===== config.mk =====
export PLATFORM = sky130hd
export DESIGN_NAME = rem_alu
export DESIGN_NICKNAME = d
export VERILOG_FILES = /design/src/rtl/rem_alu_pkg.sv /design/src/rtl/rem_alu_arith.sv /design/src/rtl/rem_alu_divider.sv /design/src/rtl/rem_alu_logic.sv /design/src/rtl/rem_alu.sv
export SDC_FILE = /design/constraint.sdc
export NUM_CORES = 1
export LEC_CHECK = 0
export BUFFER_PORTS_ARGS = -buffer_cell sky130_fd_sc_hd__buf_2
export CORE_AREA = 2 2 146 134
export CTS_CLUSTER_DIAMETER = 120
export DETAILED_ROUTE_END_ITERATION = 16
export DIE_AREA = 0 0 148 136
export MAX_ROUTING_LAYER = met4
export PLACE_DENSITY = 0.66
export SETUP_SLACK_MARGIN = 0.05
export SLEW_MARGIN = 25
export SYNTH_ARGS = -nofsm -noshare
export SYNTH_HDL_FRONTEND = slang
export SYNTH_HIERARCHICAL = 1
export SYNTH_SLANG_ARGS = --single-unit

===== constraint.sdc =====
create_clock -name clk -period 1.75 [get_ports clk]
set_clock_uncertainty 0.15 [all_clocks]
set_input_delay 0.35 -clock clk [delete_from_list [all_inputs] [get_ports clk]]
set_output_delay 0.35 -clock clk [all_outputs]
set_load 0.01 [all_outputs]

===== src/rtl/rem_alu_pkg.sv =====
package rem_alu_pkg;

    typedef enum logic [3:0] {
        OP_ADD  = 4'h0,
        OP_SUB  = 4'h1,
        OP_MUL  = 4'h2,
        OP_DIV  = 4'h3,
        OP_MOD  = 4'h4,
        OP_INC  = 4'h5,
        OP_DEC  = 4'h6,
        OP_SHL  = 4'h7,
        OP_SHR  = 4'h8,
        OP_NOT  = 4'h9,
        OP_AND  = 4'hA,
        OP_OR   = 4'hB,
        OP_XOR  = 4'hC,
        OP_RCLR = 4'hD,
        OP_RRD  = 4'hE,
        OP_PASS = 4'hF
    } alu_op_e;

endpackage


===== src/rtl/rem_alu_arith.sv =====
module rem_alu_arith
    import rem_alu_pkg::*;
#(
    parameter int W = 8
) (
    input  alu_op_e        op,
    input  logic [W-1:0]   a,
    input  logic [W-1:0]   b,
    output logic [W-1:0]   res,
    output logic [W-1:0]   rem
);
    localparam logic [W-1:0] ONES = {W{1'b1}};
    localparam logic [W-1:0] ONE  = {{(W-1){1'b0}}, 1'b1};

    logic [W:0]     sum;
    logic [W:0]     dif;
    logic [2*W-1:0] prod;

    always_comb begin
        sum  = {1'b0, a} + {1'b0, b};
        dif  = {1'b0, a} - {1'b0, b};
        prod = a * b;
        res  = '0;
        rem  = '0;
        case (op)
            OP_ADD: begin
                res = sum[W-1:0];
                rem = sum[W] ? ONE : '0;
            end
            OP_SUB: begin
                res = dif[W-1:0];
                rem = dif[W] ? ONE : '0;
            end
            OP_MUL: begin
                res = prod[W-1:0];
                rem = prod[2*W-1:W];
            end
            OP_INC: begin
                res = a + ONE;
                rem = (a == ONES) ? ONE : '0;
            end
            OP_DEC: begin
                res = a - ONE;
                rem = (a == '0) ? ONE : '0;
            end
            default: begin
                res = '0;
                rem = '0;
            end
        endcase
    end
endmodule


===== src/rtl/rem_alu_divider.sv =====
module rem_alu_divider #(
    parameter int W = 8
) (
    input  logic [W-1:0] dividend,
    input  logic [W-1:0] divisor,
    output logic [W-1:0] quotient,
    output logic [W-1:0] modulus
);
    logic [W:0]   part;
    logic [W-1:0] quo;

    // restoring division, one compare-subtract stage per quotient bit
    always_comb begin
        part = '0;
        quo  = '0;
        for (int i = W - 1; i >= 0; i--) begin
            part = {part[W-1:0], dividend[i]};
            if (part >= {1'b0, divisor}) begin
                part   = part - {1'b0, divisor};
                quo[i] = 1'b1;
            end
        end
        if (divisor == '0) begin
            quotient = '1;
            modulus  = '1;
        end else begin
            quotient = quo;
            modulus  = part[W-1:0];
        end
    end
endmodule


===== src/rtl/rem_alu_logic.sv =====
module rem_alu_logic
    import rem_alu_pkg::*;
#(
    parameter int W = 8
) (
    input  alu_op_e      op,
    input  logic [W-1:0] a,
    input  logic [W-1:0] b,
    output logic [W-1:0] res
);
    always_comb begin
        case (op)
            OP_SHL:  res = {a[W-2:0], 1'b0};
            OP_SHR:  res = {1'b0, a[W-1:1]};
            OP_NOT:  res = ~a;
            OP_AND:  res = a & b;
            OP_OR:   res = a | b;
            OP_XOR:  res = a ^ b;
            default: res = a;
        endcase
    end
endmodule


===== src/rtl/rem_alu.sv =====
module rem_alu
    import rem_alu_pkg::*;
#(
    parameter int W = 8
) (
    input  logic         clk,
    input  logic         rst_n,
    input  logic         valid,
    input  logic [3:0]   op,
    input  logic [W-1:0] opa,
    input  logic [W-1:0] opb,
    output logic [W-1:0] result,
    output logic [W-1:0] remainder,
    output logic         res_zero,
    output logic         rem_zero,
    output logic         a_gt_b
);
    typedef struct packed {
        logic [W-1:0] res;
        logic [W-1:0] rem;
        logic         gt;
    } alu_state_t;

    alu_state_t state_d, state_q;
    alu_op_e    op_e;

    logic [W-1:0] ar_res, ar_rem;
    logic [W-1:0] dv_quo, dv_mod;
    logic [W-1:0] lg_res;

    assign op_e = alu_op_e'(op);

    rem_alu_arith #(.W(W)) u_arith (
        .op  (op_e),
        .a   (opa),
        .b   (opb),
        .res (ar_res),
        .rem (ar_rem)
    );

    rem_alu_divider #(.W(W)) u_div (
        .dividend (opa),
        .divisor  (opb),
        .quotient (dv_quo),
        .modulus  (dv_mod)
    );

    rem_alu_logic #(.W(W)) u_logic (
        .op  (op_e),
        .a   (opa),
        .b   (opb),
        .res (lg_res)
    );

    always_comb begin
        state_d = state_q;
        if (valid) begin
            state_d.gt = (opa > opb);
            case (op_e)
                OP_ADD, OP_SUB, OP_MUL, OP_INC, OP_DEC: begin
                    state_d.res = ar_res;
                    state_d.rem = ar_rem;
                end
                OP_DIV: begin
                    state_d.res = dv_quo;
                    state_d.rem = '0;
                end
                OP_MOD: begin
                    state_d.res = dv_mod;
                    state_d.rem = '0;
                end
                OP_RCLR: begin
                    state_d.res = opa;
                    state_d.rem = '0;
                end
                OP_RRD: begin
                    state_d.res = state_q.rem;
                end
                default: begin
                    state_d.res = lg_res;
                end
            endcase
        end
    end

    always_ff @(posedge clk or negedge rst_n) begin
        if (!rst_n) begin
            state_q <= '0;
        end else begin
            state_q <= state_d;
        end
    end

    assign result    = state_q.res;
    assign remainder = state_q.rem;
    assign a_gt_b    = state_q.gt;
    assign res_zero  = (state_q.res == '0);
    assign rem_zero  = (state_q.rem == '0);
endmodule


==> parameters.txt, run 1 <==
Parameter                              Value

STA
  Headroom to the max-slew limit ... 0.630
  Number of max-slew violations in the final report ... 0
  Setup Viol. Count Final ... 18
  Share of the cycle needed by the critical path after routing ... 7.88
  Transition time at the pin with the least slew margin ... approximately 0.55 ns
  Final count of hold timing violations ... 0
  Achievable clock frequency ... around 0.073 GHz
  Final setup slack of the worst path ... -12.03 ns
  Post-layout minimum cycle time ... roughly 14 ns
  RSZ-0062 raised after global routing ... yes

CTS
  Clk_lat worst skew ... between 0.2 and 0.3 ns
  Clock-pin slew reported for the worst setup and hold paths after clock tree synthesis ... roughly 0.050 ns
  TritonCTS clock tree ... done
  Maximum root-to-sink buffer count ... 2
  Clock root buffer ... sky130_fd_sc_hd__clkbuf_16
  Num CTS Buffers ... 3
  H-tree level count ... 1
  CTS sink count ... 17

Worst setup path
  Family of cells with the greatest summed delay on the critical path ... compound AO/OA/AOI/OAI gates
  Worst path arrival time ... ~14 ns
  Crit-path most repeated cell ... sky130_fd_sc_hd__ha_4
  Slack of the worst reg-to-reg path ... roughly 0.12 ns
  Required time worst endpoint ... about 1.8 ns
  Critical Setup Path Class ... input port to flip-flop
  Delay of the slowest cell on the worst path ... between 0.4 and 0.5 ns
  Critical path buffers and inverters ... 8
  CP Launch Type ... input port
  Number of stages on the worst setup path ... 73
  Cell depth of the worst flop-to-flop path ... 7
  CP endpoint kind ... flip-flop
  Largest driver fanout on the critical path ... 7
  Cell with the largest stage delay on the worst path ... sky130_fd_sc_hd__or3_4

Route
  Total number of vias ... ~11000
  Number of routed nets with antenna violations ... 0
  Residual DRC count ... 0
  Number of iterations in the first detailed-routing pass ... 5
  Starting DRT DRC Count ... about 870
  Detailed-route vias per instance ... between 5 and 6
  Wirelength, routed ... 33.8 mm
  Routed WL per cell ... 18.8 um

Yosys
  Biggest area contributors in the synthesized netlist ... sky130_fd_sc_hd__ha_1, sky130_fd_sc_hd__fa_1, sky130_fd_sc_hd__inv_1
  Number of enable flip-flop cells after synthesis ... 0
  Flops & latches, synth ... 17
  Ys Warns ... 6
  Main flop type after synthesis ... sky130_fd_sc_hd__dfrtp_1
  Netlist area before placement ... ~0.0091 mm2
  Post-synth net total ... between 1000 and 1500
  Area share of the largest cell type after synthesis ... 0.192
  Share of synthesized registers carrying an async set or reset ... 1.00
  Number of standard cells after synthesis ... around 1200
  Sequential cell area fraction in the yosys report ... 0.0466
  Syn avg cell area ... between 7 and 8 um2
  Distinct cells, synth ... 96
  Synth area leader ... sky130_fd_sc_hd__ha_1

Finish
  Share of cells above drive strength 1 ... 0.420
  Count of antenna diodes in the layout ... 0
  Number of cells in the finished layout apart from fillers ... roughly 1800
  Area growth from synthesis to layout ... 51.5%
  Storage element area ... around 430 um2
  Number of filler cells placed in the layout ... ~1400
  Final #Nets ... around 1800
  Area occupied by multi-input gates ... between 0.009 and 0.01 mm2

Die
  Row cnt ... 48
  Floorplan die height ... approximately 140 um
  Total I/O pin count ... 42
  Floorplan core area ... about 0.019 mm2
  Starting density of the core ... 0.488
  Die area ... 0.0201 mm2
  Floorplan die width ... between 100 and 150 um

Power and ir drop
  Worst vdd rail ir drop ... roughly 1.7 mV
  Total power consumption of the routed design ... 15.9 mW
  Cell area power density ... between 1000 and 1500 mW/mm2
  Leakage power of the design ... between 6 and 7 nW

Placement
  Detailed Place HPWL ... around 25 mm
  IO Port Bufs ... 41
  Cell total after placement ... approximately 1700
  Placer Congestion ... between 0.9 and 1

GRT
  Initial antenna violation count ... 0
  Global-route wire length before repair ... approximately 52 mm
  Overflow left after global routing ... 0
  Largest net degree at the start of global routing ... 47
  Total routing usage reported by global routing ... 0.330
  Vias in the first global route ... approximately 10000

Min path
  Number of instances on the worst hold path ... 2
  Class of the worst hold path ... input port to flip-flop

Flow run
  Number of maximum-capacitance violations ... 0

Outcome
  Outcome ... finished, violations left
  Failing checks ... negative setup slack
-- final cells by class --
type	instances	share of cell area
Multi-Input combinational cell	951	0.651
Clock buffer	3	0.00542
Timing Repair Buffer	426	0.250
Clock inverter	1	0.000362
Sequential cell	17	0.0307
Inverter	147	0.0402
Tap cell	250	0.0226
-- synth_stat cells (8+ instances only) --
library cell                  n
sky130_fd_sc_hd__inv_1      147
sky130_fd_sc_hd__ha_1       140
sky130_fd_sc_hd__a21oi_1     67
sky130_fd_sc_hd__nor2_1      67
sky130_fd_sc_hd__o21ai_0     61
sky130_fd_sc_hd__nand2_1     54
sky130_fd_sc_hd__fa_1        46
sky130_fd_sc_hd__and2_1      39
sky130_fd_sc_hd__xnor2_1     37
sky130_fd_sc_hd__nor2b_1     30
sky130_fd_sc_hd__a21o_1      28
sky130_fd_sc_hd__nand3_1     25
sky130_fd_sc_hd__mux2i_1     23
sky130_fd_sc_hd__xor2_1      22
sky130_fd_sc_hd__nand2b_1    19
sky130_fd_sc_hd__a22oi_1     17
sky130_fd_sc_hd__dfrtp_1     17
sky130_fd_sc_hd__mux2_2      17
sky130_fd_sc_hd__o21a_1      16
sky130_fd_sc_hd__nor3_1      13
sky130_fd_sc_hd__buf_6       12
sky130_fd_sc_hd__o22ai_1     12
sky130_fd_sc_hd__o31ai_1     12
sky130_fd_sc_hd__buf_2       10
sky130_fd_sc_hd__clkbuf_1    10
sky130_fd_sc_hd__nand4_1     10
sky130_fd_sc_hd__o211ai_1    10
sky130_fd_sc_hd__a22o_1       9
sky130_fd_sc_hd__a32oi_1      9
sky130_fd_sc_hd__o2bb2ai_1    8
-- per-layer routing --
layer / wire length (um) / GRT usage
met4: 1070 / 0.100
met5: 0 / -
met2: 15500 / 0.522
met1: 14800 / 0.432
met3: 2410 / 0.0594
-- where the power goes --
part	switching (mW)	total [mW]	internal (mW)
clock network	0.169	0.475	0.307
registers	0.0356	0.487	0.452
logic	7.12	15.0	7.86
-- placed cells by master, fill, tap and decap left out, drive strengths merged, types with 19 or more instances in the layout --
master / count
nand3: 25
and2: 39
nand2: 56
ha: 140
inv: 147
a21o: 28
nand2b: 19
nor2: 68
mux2: 19
fa: 46
a21oi: 67
o21ai: 67
mux2i: 23
xor2: 22
buf: 421
xnor2: 37
nor2b: 32
-- cells by family after synthesis --
family | synth area share
fa+ha+maj | 0.293
simple gates | 0.201
xor+xnor | 0.0566
compound gates | 0.264
buf+inv | 0.0903
flops | 0.0466
mux | 0.0494
-- registers in the layout, indices dropped and copies added (netlist names) --
| signal | count |
|---|---|
| a_gt_b | 1 |
| remainder | 8 |
| result | 8 |
-- per-stage QoR --
step	util	setup slack, ns	TNS, ns	instance area (um2)	hold WS [ns]
finish	0.739	-12.03	-117.42	13800	0.387
detailed placement	0.654	-12.62	-125.00	12300	0.153
global route	0.739	-12.62	-123.10	13800	0.410
CTS	0.713	-11.88	-115.17	13400	0.377
floorplan	-	-12.36	-115.32	9620	-0.0956
global placement	0.654	-12.20	-121.49	12300	0.141
-- worst paths after layout --
| kind | to | start |
|---|---|---|
| worst max-delay path | result[1] | opa[7] |
| worst min-delay path | result[3] | valid |
| worst max register to register | result[4] | remainder[4] |
| worst min register to register | result[3] | result[3] |
| max in group asynchronous | remainder[0] | rst_n |
| min in group asynchronous | result[6] | rst_n |
-- repair_timing --
item	CTS	global route
hold buffers	1	0
resized for setup	136	68
endpoints found under the setup margin	19	19
buffers inserted	39	17
pin swaps	84	82
gates cloned	5	0
hold endpoints to repair	17	0
Note: power is estimated with default switching activity, not from simulation.
==> run 2: changes to the inputs <==
--- a/config.mk
+++ b/config.mk
@@ -12,6 +12,7 @@
 export DIE_AREA = 0 0 148 136
 export MAX_ROUTING_LAYER = met4
 export PLACE_DENSITY = 0.66
+export RECOVER_POWER = 25
 export SETUP_SLACK_MARGIN = 0.05
 export SLEW_MARGIN = 25
 export SYNTH_ARGS = -nofsm -noshare
==> run 2 against run 1 <==
  * The run still ends with negative setup slack left
  * Wire length about the same
  * Clock-buffer cell count unchanged
  * Combinational power about the same
  * Worst hold slack about the same
  * Sequential share of layout area about the same
  * Register-to-register slack about the same
  * Worst setup slack unchanged
  * Design area about the same
==> parameters.txt, run 2 (synthesis results as in run 1) <==
Parameter                              Value

Outcome
  Outcome ... finished, violations left
  Failing checks ... negative setup slack

Die
  Floorplan die width ... between 100 and 150 um
  Total I/O pin count ... 42
  Floorplan die height ... between 100 and 150 um
  Starting density of the core ... 0.488
  Floorplan core area ... around 0.019 mm2
  Row cnt ... 48
  Die area ... approximately 0.020 mm2

Placement
  Detailed Place HPWL ... 24.9 mm
  IO Port Bufs ... 41
  Cell total after placement ... around 1700
  Setup Slack @ Placement ... -12.62 ns
  Placer Congestion ... roughly 1

CTS
  TritonCTS clock tree ... done
  Clock-pin slew reported for the worst setup and hold paths after clock tree synthesis ... ~0.05 ns
  H-tree level count ... 1
  CTS sink count ... 17
  Num CTS Buffers ... 3
  Clk_lat worst skew ... around 0.25 ns
  Maximum root-to-sink buffer count ... 2
  Clock root buffer ... sky130_fd_sc_hd__clkbuf_16

STA
  Setup Viol. Count Final ... 18
  RSZ-0062 raised after global routing ... yes
  Achievable clock frequency ... a little over 0.07 GHz
  Headroom to the max-slew limit ... 0.341
  Number of max-slew violations in the final report ... 0
  Post-layout minimum cycle time ... between 10 and 15 ns
  Transition time at the pin with the least slew margin ... around 0.99 ns
  Final setup slack of the worst path ... -12.03 ns
  Fin Setup TNS ... -117.42 ns
  Share of the cycle needed by the critical path after routing ... 7.88
  Final count of hold timing violations ... 0

Worst setup path
  Required time worst endpoint ... 1.79 ns
  CP Launch Type ... input port
  Critical Setup Path Class ... input port to flip-flop
  CP endpoint kind ... flip-flop
  Cell with the largest stage delay on the worst path ... sky130_fd_sc_hd__or3_4
  Delay of the slowest cell on the worst path ... approximately 0.45 ns
  Crit-path most repeated cell ... sky130_fd_sc_hd__ha_4
  Worst path arrival time ... 13.83 ns
  Largest driver fanout on the critical path ... 7

Finish
  Leading cell type in the layout, fill and taps excluded ... sky130_fd_sc_hd__buf_4
  Final #Nets ... about 1800
  Number of cells in the finished layout apart from fillers ... 1795
  Share of cells above drive strength 1 ... 0.419
  Storage element area ... approximately 430 um2
  Area growth from synthesis to layout ... 51.5%
  Count of antenna diodes in the layout ... 0
  Area occupied by multi-input gates ... between 0.009 and 0.01 mm2
  Most frequent cells in the layout ... sky130_fd_sc_hd__buf_4, sky130_fd_sc_hd__inv_1, sky130_fd_sc_hd__ha_1
  Number of filler cells placed in the layout ... 1352

GRT
  GR met1 Demand/Resource ... 0.432
  Global-route wire length before repair ... roughly 52 mm
  Overflow left after global routing ... 0
  GR peak layer ... met2
  Vias in the first global route ... ~10000
  Largest net degree at the start of global routing ... between 40 and 50
  GR Util met2 ... 0.522
  GR Util met3 ... 0.0594
  Initial antenna violation count ... 0
  Total routing usage reported by global routing ... 0.330

Route
  Starting DRT DRC Count ... 874
  Routed WL per cell ... between 15 and 20 um
  Number of iterations in the first detailed-routing pass ... 7
  Total number of vias ... between 10000 and 15000
  Number of routed nets with antenna violations ... 0
  Wirelength, routed ... between 30 and 40 mm
  Residual DRC count ... 0
  Detailed-route vias per instance ... 5.86

Power and ir drop
  Proportion of total power due to net switching ... 0.460
  Share of total power in the clock network ... 0.030
  Fraction of power consumed by sequential logic ... 0.031
  Net Switching ... about 7.3 mW
  Cell area power density ... between 1000 and 1500 mW/mm2
  Total power consumption of the routed design ... about 16 mW
  Gate power share ... 0.940
  Leakage power of the design ... approximately 6.9 nW
  Cell Int Power ... 8.62 mW
  Worst vdd rail ir drop ... roughly 1.7 mV

Min path
  Class of the worst hold path ... input port to flip-flop

Flow run
  Number of maximum-capacitance violations ... 0
## run 2: area by class of cell
cell class / count / share of cell area
multi-input cells: 951 / 0.651
clock buffers: 3 / 0.00543
inverters: 147 / 0.0402
clock inverters: 1 / 0.000362
repair buffers: 426 / 0.250
flip-flops and latches: 17 / 0.0307
well taps: 250 / 0.0226
## run 2: metrics by stage
step                utilization  hold WS (ns)  area (um2)
global placement          0.654         0.141       12300
global route              0.738         0.410       13800
CTS                       0.713         0.377       13400
detailed placement        0.654         0.153       12300
finish                    0.738         0.387       13800
floorplan                     -       -0.0956        9620
## run 2: metal layers
| layer | wire length (um) | vias up |
|---|---|---|
| li1 | - | 4958 |
| met1 | 14900 | 5079 |
| met2 | 15500 | 396 |
| met3 | 2390 | 81 |
| met4 | 1050 | 0 |
| met5 | 0 | - |
## run 2: final timing paths
path,startpoint,end,slack (ns),cells after the start
min,valid,result[3],0.39,2
min reg2reg,result[3],result[3],0.45,2
max in group asynchronous,rst_n,remainder[0],0.23,2
min in group asynchronous,rst_n,result[6],0.62,2
max,opa[7],result[1],-12.03,73
max reg2reg,remainder[4],result[4],0.12,7
## run 2: repair_timing
| item | 4_1_cts | 5_1_grt |
|---|---|---|
| setup buffers | 39 | 17 |
| hold buffers | 1 | 0 |
| pin swaps | 84 | 82 |
| endpoints found under the setup margin | 19 | 19 |
| gates resized for setup | 136 | 68 |
| cloned | 5 | 0 |
| endpoints found under the hold margin | 17 | 0 |
## run 2: critical path: cells and delay by family
| kind | cells | cell delay (ns) |
|---|---|---|
| buf+inv | 8 | 0.83 |
| mux | 4 | 1.33 |
| compound gates | 37 | 6.49 |
| simple gates | 16 | 3.05 |
| fa+ha+maj | 8 | 1.74 |
## run 2: power by group through the flow
stage	Sequential (mW)	Clock (mW)	Combinational, mW
2_1_floorplan	0.522	0	7.81
3_3_place_gp	0.492	0	11.9
3_5_place_dp	0.496	0	12.1
4_1_cts	0.488	0.470	13.9
5_1_grt	0.494	0.493	16.1
6_report	0.487	0.476	15.0
